[src/rtl/ssx_pkg.sv]
package ssx_pkg;

  typedef struct packed {
    logic pol;
    logic msb;
    logic inv;
  } ssx_cfg_t;

  typedef enum logic [1:0] {
    ST_IDLE = 2'd0,
    ST_RUN  = 2'd1,
    ST_FIN  = 2'd2
  } ssx_state_e;

endpackage

[src/rtl/ssx_baud.sv]
module ssx_baud #(
  parameter int DIVW = 8
) (
  input  logic            clk,
  input  logic            rst,
  input  logic            run,
  input  logic [DIVW-1:0] div,
  output logic            tick
);

  logic [DIVW-1:0] cnt;

  assign tick = run && (cnt == div);

  always_ff @(posedge clk) begin
    if (rst || !run) begin
      cnt <= '0;
    end else if (cnt == div) begin
      cnt <= '0;
    end else begin
      cnt <= cnt + DIVW'(1);
    end
  end

  // half-period counter never runs past the held divisor
  assert_cnt_bound_R6: assert property (@(posedge clk) disable iff (rst)
    run && $past(run) && $stable(div) |-> cnt <= div);

endmodule

[src/rtl/ssx_ctrl.sv]
module ssx_ctrl
  import ssx_pkg::*;
#(
  parameter int DW = 8
) (
  input  logic clk,
  input  logic rst,
  input  logic accept,
  input  logic tick,
  input  logic pol_in,
  input  logic pol_q,
  output logic sclk,
  output logic busy,
  output logic done,
  output logic run,
  output logic launch,
  output logic sample,
  output logic fin
);

  localparam int EDGES = 2 * DW;
  localparam int EW    = $clog2(EDGES + 1);

  ssx_state_e    state;
  logic [EW-1:0] edge_cnt;
  logic          last_edge;

  assign run       = (state == ST_RUN);
  assign fin       = (state == ST_FIN);
  assign launch    = run && tick && !edge_cnt[0];
  assign sample    = run && tick &&  edge_cnt[0];
  assign last_edge = sample && (edge_cnt == EW'(EDGES - 1));

  always_ff @(posedge clk) begin
    if (rst) begin
      state    <= ST_IDLE;
      edge_cnt <= '0;
      sclk     <= 1'b1;
      busy     <= 1'b0;
      done     <= 1'b0;
    end else begin
      done <= 1'b0;
      case (state)
        ST_IDLE: begin
          sclk <= ~pol_in;
          if (accept) begin
            state    <= ST_RUN;
            busy     <= 1'b1;
            edge_cnt <= '0;
          end
        end
        ST_RUN: begin
          if (tick) begin
            sclk     <= ~sclk;
            edge_cnt <= edge_cnt + EW'(1);
            if (last_edge) begin
              state <= ST_FIN;
            end
          end
        end
        ST_FIN: begin
          sclk  <= ~pol_q;
          busy  <= 1'b0;
          done  <= 1'b1;
          state <= ST_IDLE;
        end
        default: begin
          state <= ST_IDLE;
          busy  <= 1'b0;
        end
      endcase
    end
  end

  // idle clock level follows the polarity input
  assert_idle_level_R2: assert property (@(posedge clk) disable iff (rst)
    !$past(rst) && state == ST_IDLE && $past(state) == ST_IDLE |-> sclk == ~$past(pol_in));

  // the clock is back at idle level when the transfer finishes
  assert_end_level_R3: assert property (@(posedge clk) disable iff (rst)
    fin |-> sclk == ~pol_q);

  // done is a single-cycle strobe
  assert_done_pulse_R7: assert property (@(posedge clk) disable iff (rst)
    done |=> !done);

  // busy is already clear while done is high
  assert_done_not_busy_R7: assert property (@(posedge clk) disable iff (rst)
    done |-> !busy);

  // the edge count stays within one transfer
  assert_edge_bound_R1: assert property (@(posedge clk) disable iff (rst)
    edge_cnt <= EW'(EDGES));

endmodule

[src/rtl/ssx_shift.sv]
module ssx_shift
  import ssx_pkg::*;
#(
  parameter int DW = 8
) (
  input  logic          clk,
  input  logic          rst,
  input  logic          load,
  input  logic [DW-1:0] tx_word,
  input  ssx_cfg_t      cfg,
  input  logic          launch,
  input  logic          sample,
  input  logic          fin,
  input  logic          rxd,
  output logic          txd,
  output logic [DW-1:0] rx_word
);

  logic [DW-1:0] tx_sr;
  logic [DW-1:0] rx_sr;
  logic          tx_bit;
  logic          rx_bit;

  assign tx_bit = (cfg.msb ? tx_sr[DW-1] : tx_sr[0]) ^ cfg.inv;
  assign rx_bit = rxd ^ cfg.inv;

  always_ff @(posedge clk) begin
    if (rst) begin
      tx_sr <= '0;
    end else if (load) begin
      tx_sr <= tx_word;
    end else if (launch) begin
      if (cfg.msb) begin
        tx_sr <= {tx_sr[DW-2:0], 1'b0};
      end else begin
        tx_sr <= {1'b0, tx_sr[DW-1:1]};
      end
    end
  end

  always_ff @(posedge clk) begin
    if (rst) begin
      txd <= 1'b1;
    end else if (launch) begin
      txd <= tx_bit;
    end else if (fin) begin
      txd <= 1'b1;
    end
  end

  always_ff @(posedge clk) begin
    if (rst) begin
      rx_sr <= '0;
    end else if (load) begin
      rx_sr <= '0;
    end else if (sample) begin
      if (cfg.msb) begin
        rx_sr <= {rx_sr[DW-2:0], rx_bit};
      end else begin
        rx_sr <= {rx_bit, rx_sr[DW-1:1]};
      end
    end
  end

  always_ff @(posedge clk) begin
    if (rst) begin
      rx_word <= '0;
    end else if (fin) begin
      rx_word <= rx_sr;
    end
  end

  // txd moves only at a launch edge or on the return to idle
  assert_txd_hold_R10: assert property (@(posedge clk) disable iff (rst)
    !$past(rst) && !$stable(txd) |-> $past(launch) || $past(fin));

  // the read port changes only when a transfer completes
  assert_rx_hold_R7: assert property (@(posedge clk) disable iff (rst)
    !$past(rst) && !$past(fin) |-> $stable(rx_word));

endmodule

[src/rtl/ssx_xcvr.sv]
module ssx_xcvr
  import ssx_pkg::*;
#(
  parameter int DW   = 8,
  parameter int DIVW = 8
) (
  input  logic            clk,
  input  logic            rst,
  input  logic            start,
  input  logic [DW-1:0]   tx_data,
  input  logic            cfg_pol,
  input  logic            cfg_msb_first,
  input  logic            cfg_invert,
  input  logic [DIVW-1:0] div,
  output logic [DW-1:0]   rx_data,
  output logic            done,
  output logic            busy,
  output logic            sclk,
  output logic            txd,
  input  logic            rxd
);

  ssx_cfg_t        cfg_q;
  logic [DIVW-1:0] div_q;
  logic            accept;
  logic            tick;
  logic            run;
  logic            launch;
  logic            sample;
  logic            fin;

  assign accept = start && !busy;

  always_ff @(posedge clk) begin
    if (rst) begin
      cfg_q <= '0;
      div_q <= '0;
    end else if (accept) begin
      cfg_q <= '{pol: cfg_pol, msb: cfg_msb_first, inv: cfg_invert};
      div_q <= div;
    end
  end

  ssx_baud #(.DIVW(DIVW)) u_baud (
    .clk  (clk),
    .rst  (rst),
    .run  (run),
    .div  (div_q),
    .tick (tick)
  );

  ssx_ctrl #(.DW(DW)) u_ctrl (
    .clk    (clk),
    .rst    (rst),
    .accept (accept),
    .tick   (tick),
    .pol_in (cfg_pol),
    .pol_q  (cfg_q.pol),
    .sclk   (sclk),
    .busy   (busy),
    .done   (done),
    .run    (run),
    .launch (launch),
    .sample (sample),
    .fin    (fin)
  );

  ssx_shift #(.DW(DW)) u_shift (
    .clk     (clk),
    .rst     (rst),
    .load    (accept),
    .tx_word (tx_data),
    .cfg     (cfg_q),
    .launch  (launch),
    .sample  (sample),
    .fin     (fin),
    .rxd     (rxd),
    .txd     (txd),
    .rx_word (rx_data)
  );

  // a start during a transfer reloads nothing
  assert_start_ignored_R8: assert property (@(posedge clk) disable iff (rst)
    busy && start |=> $stable(cfg_q) && $stable(div_q));

  // held controls stay fixed for the whole transfer
  assert_cfg_hold_R9: assert property (@(posedge clk) disable iff (rst)
    $past(busy) && busy |-> $stable(cfg_q) && $stable(div_q));

  // a launch edge of the held polarity drives sclk toward its non-idle level
  assert_launch_dir_R3: assert property (@(posedge clk) disable iff (rst)
    launch |=> sclk == cfg_q.pol);

endmodule

[config.mk]
export PLATFORM = sky130hd
export DESIGN_NAME = ssx_xcvr
export DESIGN_NICKNAME = d
export VERILOG_FILES = /design/src/rtl/ssx_pkg.sv /design/src/rtl/ssx_baud.sv /design/src/rtl/ssx_ctrl.sv /design/src/rtl/ssx_shift.sv /design/src/rtl/ssx_xcvr.sv
export SDC_FILE = /design/constraint.sdc
export NUM_CORES = 1
export LEC_CHECK = 0
export BUFFER_PORTS_ARGS = -buffer_cell sky130_fd_sc_hd__buf_2
export CAP_MARGIN = 20
export CORE_AREA = 2 2 96 98
export DETAILED_ROUTE_END_ITERATION = 10
export DIE_AREA = 0 0 98 100
export GPL_TIMING_DRIVEN = 0
export SYNTH_ARGS = -nofsm -noshare
export SYNTH_HDL_FRONTEND = slang
export SYNTH_SLANG_ARGS = --single-unit
export TNS_END_PERCENT = 1
[constraint.sdc]
create_clock -name clk -period 3.7 [get_ports clk]
set_clock_uncertainty 0.15 [all_clocks]
set_input_delay 0.185 -clock clk [delete_from_list [all_inputs] [get_ports clk]]
set_output_delay 0.185 -clock clk [all_outputs]
set_load 0.01 [all_outputs]
==> results of run 1 <==
final cells by class:
class	count	area (um2)	share of cell area, %
Buffer	17	80.1	2.54
Clock buffer	5	68.8	2.18
Clock inverter	3	48.8	1.55
Inverter	8	30.0	0.951
Multi-Input combinational cell	203	1380	43.5
Sequential cell	54	1080	34.2
Tap cell	111	139	4.40
Timing Repair Buffer	50	335	10.6
power breakdown:
group	internal (uW)	switching [uW]	leakage (uW)
Combinational	182	270	0.000732
Clock	206	210	0.0000563
Sequential	636	50.2	0.000439
Total	1020	530	0.00123
path summary, 6_finish.rpt:
path,to,slack (ps),start,cells past startpoint
setup reg to reg,u_shift.tx_sr[1]$_SDFFE_PP0P_,1490,u_ctrl.state[1]$_SDFFE_PP0P_,9
hold / removal,u_ctrl.busy$_SDFFE_PP0P_,30,start,3
hold reg to reg,div_q[0]$_SDFFE_PP0P_,330,div_q[0]$_SDFFE_PP0P_,2
setup / recovery,u_shift.tx_sr[1]$_SDFFE_PP0P_,1490,u_ctrl.state[1]$_SDFFE_PP0P_,9
tightest hold or removal path, stage by stage:
cell and delay (ps):
buf_2 100, a21oi_1 50, nor3_1 110
metrics by stage:
stage	instances	setup slack [ps]	total power, uW	area (um2)
final	451	1490	1550	3160
after CTS	451	1480	1560	3160
after global placement	426	1500	1130	2870
after detailed placement	426	1470	1140	2870
after floorplan	282	1720	1010	2570
after global routing	451	1310	1650	3160
layer usage:
layer  part of all wire, %  wire, um  global-route usage [%]  vias up
li1                      -         -                       -     1102
met1                    49      2860                    16.0      982
met2                    45      2610                    19.4       47
met3                   4.6       267                    2.51        4
met4                  0.95        55                    3.53        0
met5                     0         0                       0        -
sequential cells by signal, indices dropped and copies added, names as in the netlist:
register         flops
u_ctrl.busy          1
u_shift.txd          1
u_ctrl.done          1
u_shift.rx_word      8
u_shift.tx_sr        8
u_shift.rx_sr        8
cfg_q                3
u_ctrl.state         2
u_ctrl.edge_cnt      5
u_ctrl.sclk          1
u_baud.cnt           8
div_q                8
synth_stat cells (2+ instances only):
master,count
nor3_1,3
clkbuf_1,11
mux2_2,6
o21ai_0,9
nor2b_1,2
xnor2_2,3
a211oi_2,3
xor2_1,5
a21o_1,2
nand2_1,32
nand3_1,12
or4_1,4
a21oi_1,16
nor2_1,30
o311ai_1,6
mux2i_1,25
and3_1,4
nand4_1,7
xnor2_1,8
buf_6,2
buf_1,3
ha_1,8
nand2b_1,3
inv_1,7
dfxtp_1,54
or3_1,2
placed cells by master, fill, tap and decap left out, types with 7 or more instances in the layout:
master and count:
ha_1 8, buf_2 34, inv_1 7, dfxtp_1 54, nand3_1 12, xnor2_1 8
clkbuf_1 11, nand2_1 32, dlygate4sd3_1 17, mux2i_1 25, nand4_1 7, nor2_1 30
a21oi_1 16, o21ai_0 9
logic make-up (layout without fill, tap and decap cells):
logic type / after synthesis / in the layout / synth area share [%]
xor+xnor: 16 / 16 / 6.34
flops: 54 / 54 / 42.1
mux: 31 / 31 / 12.4
compound gates: 47 / 47 / 12.6
fa+ha+maj: 8 / 8 / 3.90
buf+inv: 25 / 83 / 4.29
simple gates: 101 / 101 / 18.3
what timing repair did:
action / CTS / global route
hold endpoints to repair: 17 / 0
hold buffers: 17 / 0
setup buffers: 0 / 0
setup endpoints to repair: 0 / 0
==> impl_metrics.py, run 1 <==
metrics = {
    "clock_tree": {
        "cts-root-buf": "clkbuf_8",
        "cts.sinks": 54,
        "cts_tree": "yes",
        "cts.path.max_buffers": 2,
        "clkTransAtPathRegs_ps": 110,
        "numCtsBuffers": 5,
        "cts_resized": 0,
        "cts_max_level": 2,
        "clock_latency_ps": 320,
    },
    "sta": {
        "finalHoldViolCount": 0,
        "timing.setup.tns_ps": 0,
        "rsz0062_at_grt": "false",
        "worst_pin_slew_ps": 679,
        "holdWs_ps": 34.5,
        "setup_viol": 0,
        "relSlewSlack_pct": 54.8,
        "period_needed_ps": 2210,
        "period_share_pct": 59.8,
        "fmaxAchievable_mhz": 452,
        "slew_viol_final": 0,
    },
    "routing": {
        "via_per_inst": 4.73,
        "wl_per_cell_um": 12.9,
        "drtPass1Iterations": 4,
        "vias": 2135,
        "wirelength_mm": 5.80,
        "drc": 0,
        "ant_nets": 0,
        "drtIter0Drc": 87,
    },
    "synth": {
        "synthFlopType": "dfxtp_1",
        "ys_seq_area_share_pct": 42.1,
        "synthesis.area_um2": 2570,
        "yosysTopAreaCellShare_pct": 42.1,
        "synth-edff-count": 0,
        "avgSynthCellArea_um2": 9.10,
        "ys_async_sr_fraction_pct": 0,
        "synth.largest_area_cell": "dfxtp_1",
        "synthTopCellsByArea": "dfxtp_1 42%, mux2i_1 9.8%, nand2_1 4.7%, nor2_1 4.4%, ha_1 3.9%",
        "ys_warn_count": 0,
        "synth_cells": 282,
        "syn_nets": 313,
        "ys_ff_latch": 54,
        "yosysUniqueCellTypes": 41,
    },
    "die": {
        "fp.coreArea_um2": 8890,
        "die_w_um": 98,
        "ios": 35,
        "rows": 35,
        "start_util_pct": 28.9,
        "die_y_um": 100,
        "die_area_um2": 9800,
    },
    "global_routing": {
        "grt_usage_pct": 11.9,
        "grt_pass1_vias": 2007,
        "grt-ovfl-total": 0,
        "grt_start_max_net_pins": 19,
        "grt_pass1_wl_mm": 9.68,
        "antenna_found_initial": 0,
    },
    "setup_path": {
        "path_max_fanout": 10,
        "cp_cell_sequence": "inv_1 > ha_1 > clkbuf_1 > nand2b_1 > or4_1 > buf_2 > buf_6 > nand4_1 > o311ai_1",
        "cp.required_ps": 3760,
        "crit_family": "buffers and inverters",
        "cp_slowest_cell": "or4_1",
        "cp_slowest_stage_delay_ps": 400,
        "critPathKind": "flip-flop to flip-flop",
        "cp-start-kind": "flip-flop",
        "critPathArrivalTime_ps": 2270,
        "critPathBufInv": 4,
        "cp-end-kind": "flip-flop",
    },
    "power": {
        "p_per_area_nw_per_um2": 492,
        "p_leak_uw": 0.00123,
        "irDropWorstVdd_uv": 188,
    },
    "placement": {
        "io_buffers": 33,
        "hpwlAfterDp_mm": 4.14,
        "gp_congestion": 0.815,
    },
    "worst_hold_path": {
        "hp-class": "primary input to flip-flop",
    },
    "final_layout": {
        "fillCellCount": 929,
        "diodes": 0,
        "drive_gt1_share_pct": 17.4,
        "synthToLayoutAreaGrowth_pct": 23.1,
        "final_util_pct": 35.5,
        "nets": 370,
    },
    "run_status": {
        "outcome": "completed",
    },
    "flow_run": {
        "maxCapViolCount": 0,
    },
}
Power figures use the tool's default switching activity.
==> run 2: changes to the inputs <==
- clock period: 3.7 -> 1.9 ns (I/O delays scaled with it)
==> run 2 against run 1 <==
Combinational power increased to 2.6 times the previous value. Clock power grew 53%. Sequential share of layout area fell by 1.9 points. The run now ends with negative setup slack left. Largest cell class unchanged. Final cell count rose by 2.4%. First-iteration DRC count shrank 14%. Clock-buffer cell count is the same. Register-to-register slack worse by 1600 ps. Sequential cell count did not move. Critical endpoint is now u_shift.tx_sr[7]$_SDFFE_PP0P_. Wire length rose by 8.5%. Global-route usage grew 0.95 points. Core utilization up 3.0 points.
==> impl_metrics.py, run 2 (synthesized netlist as in run 1, its figures left out) <==
metrics = {
    "run_status": {
        "outcome": "complete, but fails checks",
        "violations": "negative setup slack",
    },
    "die": {
        "start_util_pct": 28.9,
        "die_area_um2": 9800,
        "die_y_um": 100,
        "die_w_um": 98,
        "ios": 35,
        "rows": 35,
        "fp.coreArea_um2": 8890,
    },
    "global_routing": {
        "grtUsageMet1_pct": 17.0,
        "grt_pass1_vias": 2154,
        "met3_usage_pct": 2.65,
        "antenna_found_initial": 0,
        "grt-ovfl-total": 0,
        "grt_start_max_net_pins": 17,
        "grt_pass1_wl_mm": 10.3,
        "grt_usage_pct": 12.9,
        "met2_usage_pct": 21.1,
        "top_usage_layer": "met2",
    },
    "final_layout": {
        "design_area_um2": 3420,
        "nets": 382,
        "synthToLayoutAreaGrowth_pct": 33.4,
        "fillCellCount": 900,
        "mostFrequentLayoutCells": "39 x dfxtp_1, 34 x buf_2, 30 x nand2_1, 30 x nor2_1, 25 x mux2i_1",
        "register_area_um2": 1110,
        "diodes": 0,
        "final_common_cell": "dfxtp_1",
        "multi_input_area_um2": 1500,
        "drive_gt1_share_pct": 29.9,
    },
    "clock_tree": {
        "clock_latency_ps": 310,
        "clkTransAtPathRegs_ps": 100,
        "cts_max_level": 2,
        "cts.path.max_buffers": 2,
        "numCtsBuffers": 5,
        "cts-root-buf": "clkbuf_8",
        "cts.sinks": 54,
        "cts_tree": "yes",
    },
    "routing": {
        "wirelength_mm": 6.29,
        "ant_nets": 0,
        "drtIter0Drc": 75,
        "vias": 2231,
        "wl_per_cell_um": 13.6,
        "drtPass1Iterations": 4,
        "via_per_inst": 4.83,
        "drc": 0,
    },
    "placement": {
        "placed_area_um2": 2890,
        "io_buffers": 33,
        "hpwlAfterDp_mm": 4.12,
        "gp_congestion": 0.798,
    },
    "sta": {
        "fmaxAchievable_mhz": 493,
        "period_share_pct": 107,
        "finalHoldViolCount": 0,
        "period_needed_ps": 2030,
        "worst_pin_slew_ps": 646,
        "holdWs_ps": 28.5,
        "rsz0062_at_grt": "true",
        "slew_viol_final": 0,
        "relSlewSlack_pct": 56.9,
        "setup_viol": 21,
        "setup_ws_ps": -130,
    },
    "setup_path": {
        "cp-start-kind": "flip-flop",
        "critPathArrivalTime_ps": 2080,
        "r2r_cells": 6,
        "cp-end-kind": "flip-flop",
        "path_max_fanout": 6,
        "cp.required_ps": 1950,
        "critPathKind": "flip-flop to flip-flop",
    },
    "power": {
        "irDropWorstVdd_uv": 332,
        "p_leak_uw": 0.00133,
        "p_per_area_nw_per_um2": 922,
    },
    "flow_run": {
        "maxCapViolCount": 0,
    },
    "worst_hold_path": {
        "min_path_cells": 3,
        "hp-class": "primary input to flip-flop",
    },
}
-- run 2: worst paths after layout --
path | start | to | slack [ps]
hold reg to reg | div_q[2]$_SDFFE_PP0P_ | div_q[2]$_SDFFE_PP0P_ | 320
setup / recovery | u_baud.cnt[4]$_SDFF_PP0_ | u_shift.tx_sr[7]$_SDFFE_PP0P_ | -130
hold / removal | tx_data[0] | u_shift.tx_sr[0]$_SDFFE_PP0P_ | 30
setup reg to reg | u_baud.cnt[4]$_SDFF_PP0_ | u_shift.tx_sr[7]$_SDFFE_PP0P_ | -130
-- run 2: layout make-up --
| type | instances | share of cell area (%) |
|---|---|---|
| sequential | 54 | 32.3 |
| timing repair buffer | 66 | 14.4 |
| clock buffer | 5 | 2.01 |
| buffer | 13 | 2.12 |
| multi-input combinational | 203 | 43.7 |
| tap | 111 | 4.06 |
| inverter | 8 | 0.986 |
| clock inverter | 2 | 0.402 |
-- run 2: timing repair --
item                                   CTS  global route
gates resized for setup                 28            16
buffers inserted                        11             3
endpoints found under the hold margin   18             0
hold buffers                            18             0
gates cloned                             1             0
setup endpoints to repair               34            34
pin swaps                                4             9
-- run 2: where the power goes --
group          total, uW  switching, uW  internal (uW)
Sequential          1360            113           1250
Clock                636            380            256
Combinational       1160            600            559
Total               3160           1090           2060
-- run 2: layer usage --
metal,wire (um),share of wire (%)
met4,96,1.5
met1,2870,46
met5,0,0
met2,2990,48
met3,332,5.3
-- run 2: through the flow --
| stage | TNS (ps) | util [%] | instances | total power (uW) | setup slack [ps] |
|---|---|---|---|---|---|
| finish | -1390 | 38.5 | 462 | 3160 | -130 |
| global route | -3290 | 38.5 | 462 | 3370 | -204 |
| floorplan | -5.61 | - | 282 | 1990 | -5.61 |
| detailed placement | -4490 | 32.5 | 426 | 2220 | -320 |
| CTS | -911 | 37.3 | 459 | 3090 | -97.2 |
| global placement | -3820 | 32.5 | 426 | 2210 | -281 |
-- run 2: worst max-delay path, cell delays in order (launching register included) --
cell      delay, ps
dfxtp_4         380
xnor2_4         180
nand4_4         160
or4_4           640
buf_8           170
a211oi_4        210
a211oi_2         50
==> run 3: changes to the inputs <==
- CORE_AREA: 2 2 96 98 -> 2 2 88 107
- DIE_AREA: 0 0 98 100 -> 0 0 90 109
==> run 3 against run 2 <==
The flow still finishes with violations (negative setup slack). Worst setup slack about the same. Sequential cell count unchanged. Design area down 3.6%. Total power down 0.51%. Register-to-register slack about the same. Clock power up 22%.
==> impl_metrics.py, run 3 (synthesized netlist as in run 1, its figures left out) <==
metrics = {
    "setup_path": {
        "cp-end-kind": "flip-flop",
        "r2r_cells": 7,
        "critPathKind": "flip-flop to flip-flop",
        "path_max_fanout": 8,
        "critPathArrivalTime_ps": 2100,
        "critPathLaunch": "u_ctrl.state[1]$_SDFFE_PP0P_",
        "cp.required_ps": 1970,
        "r2r_slack_ps": -130,
        "cp-start-kind": "flip-flop",
        "regToRegStartpoint": "u_ctrl.state[1]$_SDFFE_PP0P_",
        "rr_endpoint": "u_shift.tx_sr[6]$_SDFFE_PP0P_",
        "endpoint": "u_shift.tx_sr[6]$_SDFFE_PP0P_",
    },
    "global_routing": {
        "grt_pass1_wl_mm": 9.59,
        "antenna_found_initial": 0,
        "grt-ovfl-total": 0,
        "grt_usage_pct": 12.0,
        "grt_start_max_net_pins": 17,
        "grt_pass1_vias": 2086,
    },
    "die": {
        "die_area_um2": 9810,
        "die_w_um": 90,
        "die_y_um": 109,
        "ios": 35,
        "fp.coreArea_um2": 8840,
        "start_util_pct": 29.0,
        "rows": 38,
    },
    "placement": {
        "dp_slack_ps": -300,
        "io_buffers": 33,
        "gp_congestion": 0.803,
        "hpwlAfterDp_mm": 4.19,
        "placedCellCount": 435,
    },
    "run_status": {
        "outcome": "complete, but fails checks",
        "violations": "negative setup slack",
    },
    "power": {
        "swShare_pct": 33.3,
        "internal-power_uw": 2100,
        "p_leak_uw": 0.00127,
        "p_per_area_nw_per_um2": 951,
        "irDropWorstVdd_uv": 380,
        "p_switching_uw": 1040,
        "clkPwrFrac_pct": 24.7,
        "comb_power_share_pct": 32.3,
        "seq_power_share_pct": 43.0,
    },
    "final_layout": {
        "synthToLayoutAreaGrowth_pct": 28.7,
        "nets": 373,
        "fillCellCount": 935,
        "mostFrequentLayoutCells": "41 x dfxtp_1, 34 x buf_2, 31 x nand2_1, 30 x nor2_1, 24 x mux2i_1",
        "register_area_um2": 1100,
        "final_common_cell": "dfxtp_1",
        "multi_input_area_um2": 1430,
        "final_util_pct": 37.3,
        "diodes": 0,
        "drive_gt1_share_pct": 25.7,
        "stdcell_count": 463,
    },
    "clock_tree": {
        "numCtsBuffers": 5,
        "cts_max_level": 2,
        "cts-root-buf": "clkbuf_8",
        "cts.path.max_buffers": 2,
        "cts.sinks": 54,
        "cts_tree": "yes",
        "clkTransAtPathRegs_ps": 100,
        "clock_latency_ps": 310,
    },
    "sta": {
        "rsz0062_at_grt": "true",
        "slew_viol_final": 0,
        "relSlewSlack_pct": 60.6,
        "worst_pin_slew_ps": 591,
        "setup_ws_ps": -131,
        "fmaxAchievable_mhz": 492,
        "period_needed_ps": 2030,
        "period_share_pct": 107,
        "setup_viol": 22,
        "finalHoldViolCount": 0,
    },
    "routing": {
        "drtPass1Iterations": 4,
        "drtIter0Drc": 64,
        "drc": 0,
        "via_per_inst": 4.62,
        "wirelength_mm": 5.84,
        "wl_per_cell_um": 12.6,
        "vias": 2137,
        "ant_nets": 0,
    },
    "flow_run": {
        "maxCapViolCount": 0,
    },
    "worst_hold_path": {
        "hp-class": "primary input to flip-flop",
    },
}
-- run 3: cell types whose count changed in the layout (fill, tap and decap cells not counted), moves of 2 or more --
| cell | delta |
|---|---|
| buf_4 | -7 |
| buf_6 | -2 |
| clkbuf_1 | +2 |
| dfxtp_1 | +2 |
| dfxtp_2 | -2 |
| o21ai_0 | -2 |
| o21ai_1 | +2 |
| o311ai_1 | +2 |
| xnor2_4 | -2 |
-- run 3: how the worst min path moves through the flow --
| stage | from | slack [ps] | cells after the start | to |
|---|---|---|---|---|
| after floorplan | div[4] | 70 | 2 | div_q[4]$_SDFFE_PP0P_ |
| after global placement | tx_data[6] | 170 | 3 | u_shift.tx_sr[6]$_SDFFE_PP0P_ |
| after detailed placement | tx_data[6] | 170 | 3 | u_shift.tx_sr[6]$_SDFFE_PP0P_ |
| after CTS | tx_data[0] | 20 | 3 | u_shift.tx_sr[0]$_SDFFE_PP0P_ |
| after global routing | tx_data[0] | 30 | 3 | u_shift.tx_sr[0]$_SDFFE_PP0P_ |
| final | tx_data[0] | 30 | 3 | u_shift.tx_sr[0]$_SDFFE_PP0P_ |
-- run 3: layout make-up --
class / instances / area share, %
Inverter: 8 / 0.909
Timing Repair Buffer: 55 / 11.7
Clock buffer: 6 / 2.20
Buffer: 15 / 2.58
Clock inverter: 2 / 1.14
Sequential cell: 54 / 33.5
Tap cell: 120 / 4.55
Multi-Input combinational cell: 203 / 43.4
-- run 3: per-layer routing --
layer	vias to the layer above	wire, um	global-route usage, %
met1	991	2670	14.0
met3	6	150	2.35
li1	1106	-	-
met5	-	0	0
met4	0	74	3.96
met2	34	2940	22.3
-- run 3: worst max-delay path: stages (launching register included) --
cell      delay [ps]
dfxtp_4          370
inv_2             70
ha_2             170
buf_6            120
nand2b_1          70
or4_4            590
buf_4            160
o311ai_1         250
-- run 3: per-stage QoR --
step                      total power, uW  instance area, um2  hold WS, ps  TNS (ps)
after floorplan                      1990                2580         73.4     -5.61
after global placement               2210                2900          174     -3680
after detailed placement             2220                2900          174     -4240
after CTS                            3070                3220         20.5     -1570
after global routing                 3330                3300         25.7     -3620
final                                3140                3300         25.3     -1540
-- run 3: timing repair --
action,in CTS,in global routing
pin swaps,0,5
resized for setup,13,18
hold endpoints to repair,18,0
gates cloned,0,0
setup endpoints to repair,27,24
setup buffers,1,3
hold buffers,18,0
-- run 3: power by group through the flow --
stage	sequential (uW)	combinational, uW	clock [uW]
2_1_floorplan	1350	634	0
3_3_place_gp	1360	847	0
3_5_place_dp	1370	856	0
4_1_cts	1350	929	796
5_1_grt	1370	1130	833
6_report	1350	1010	775
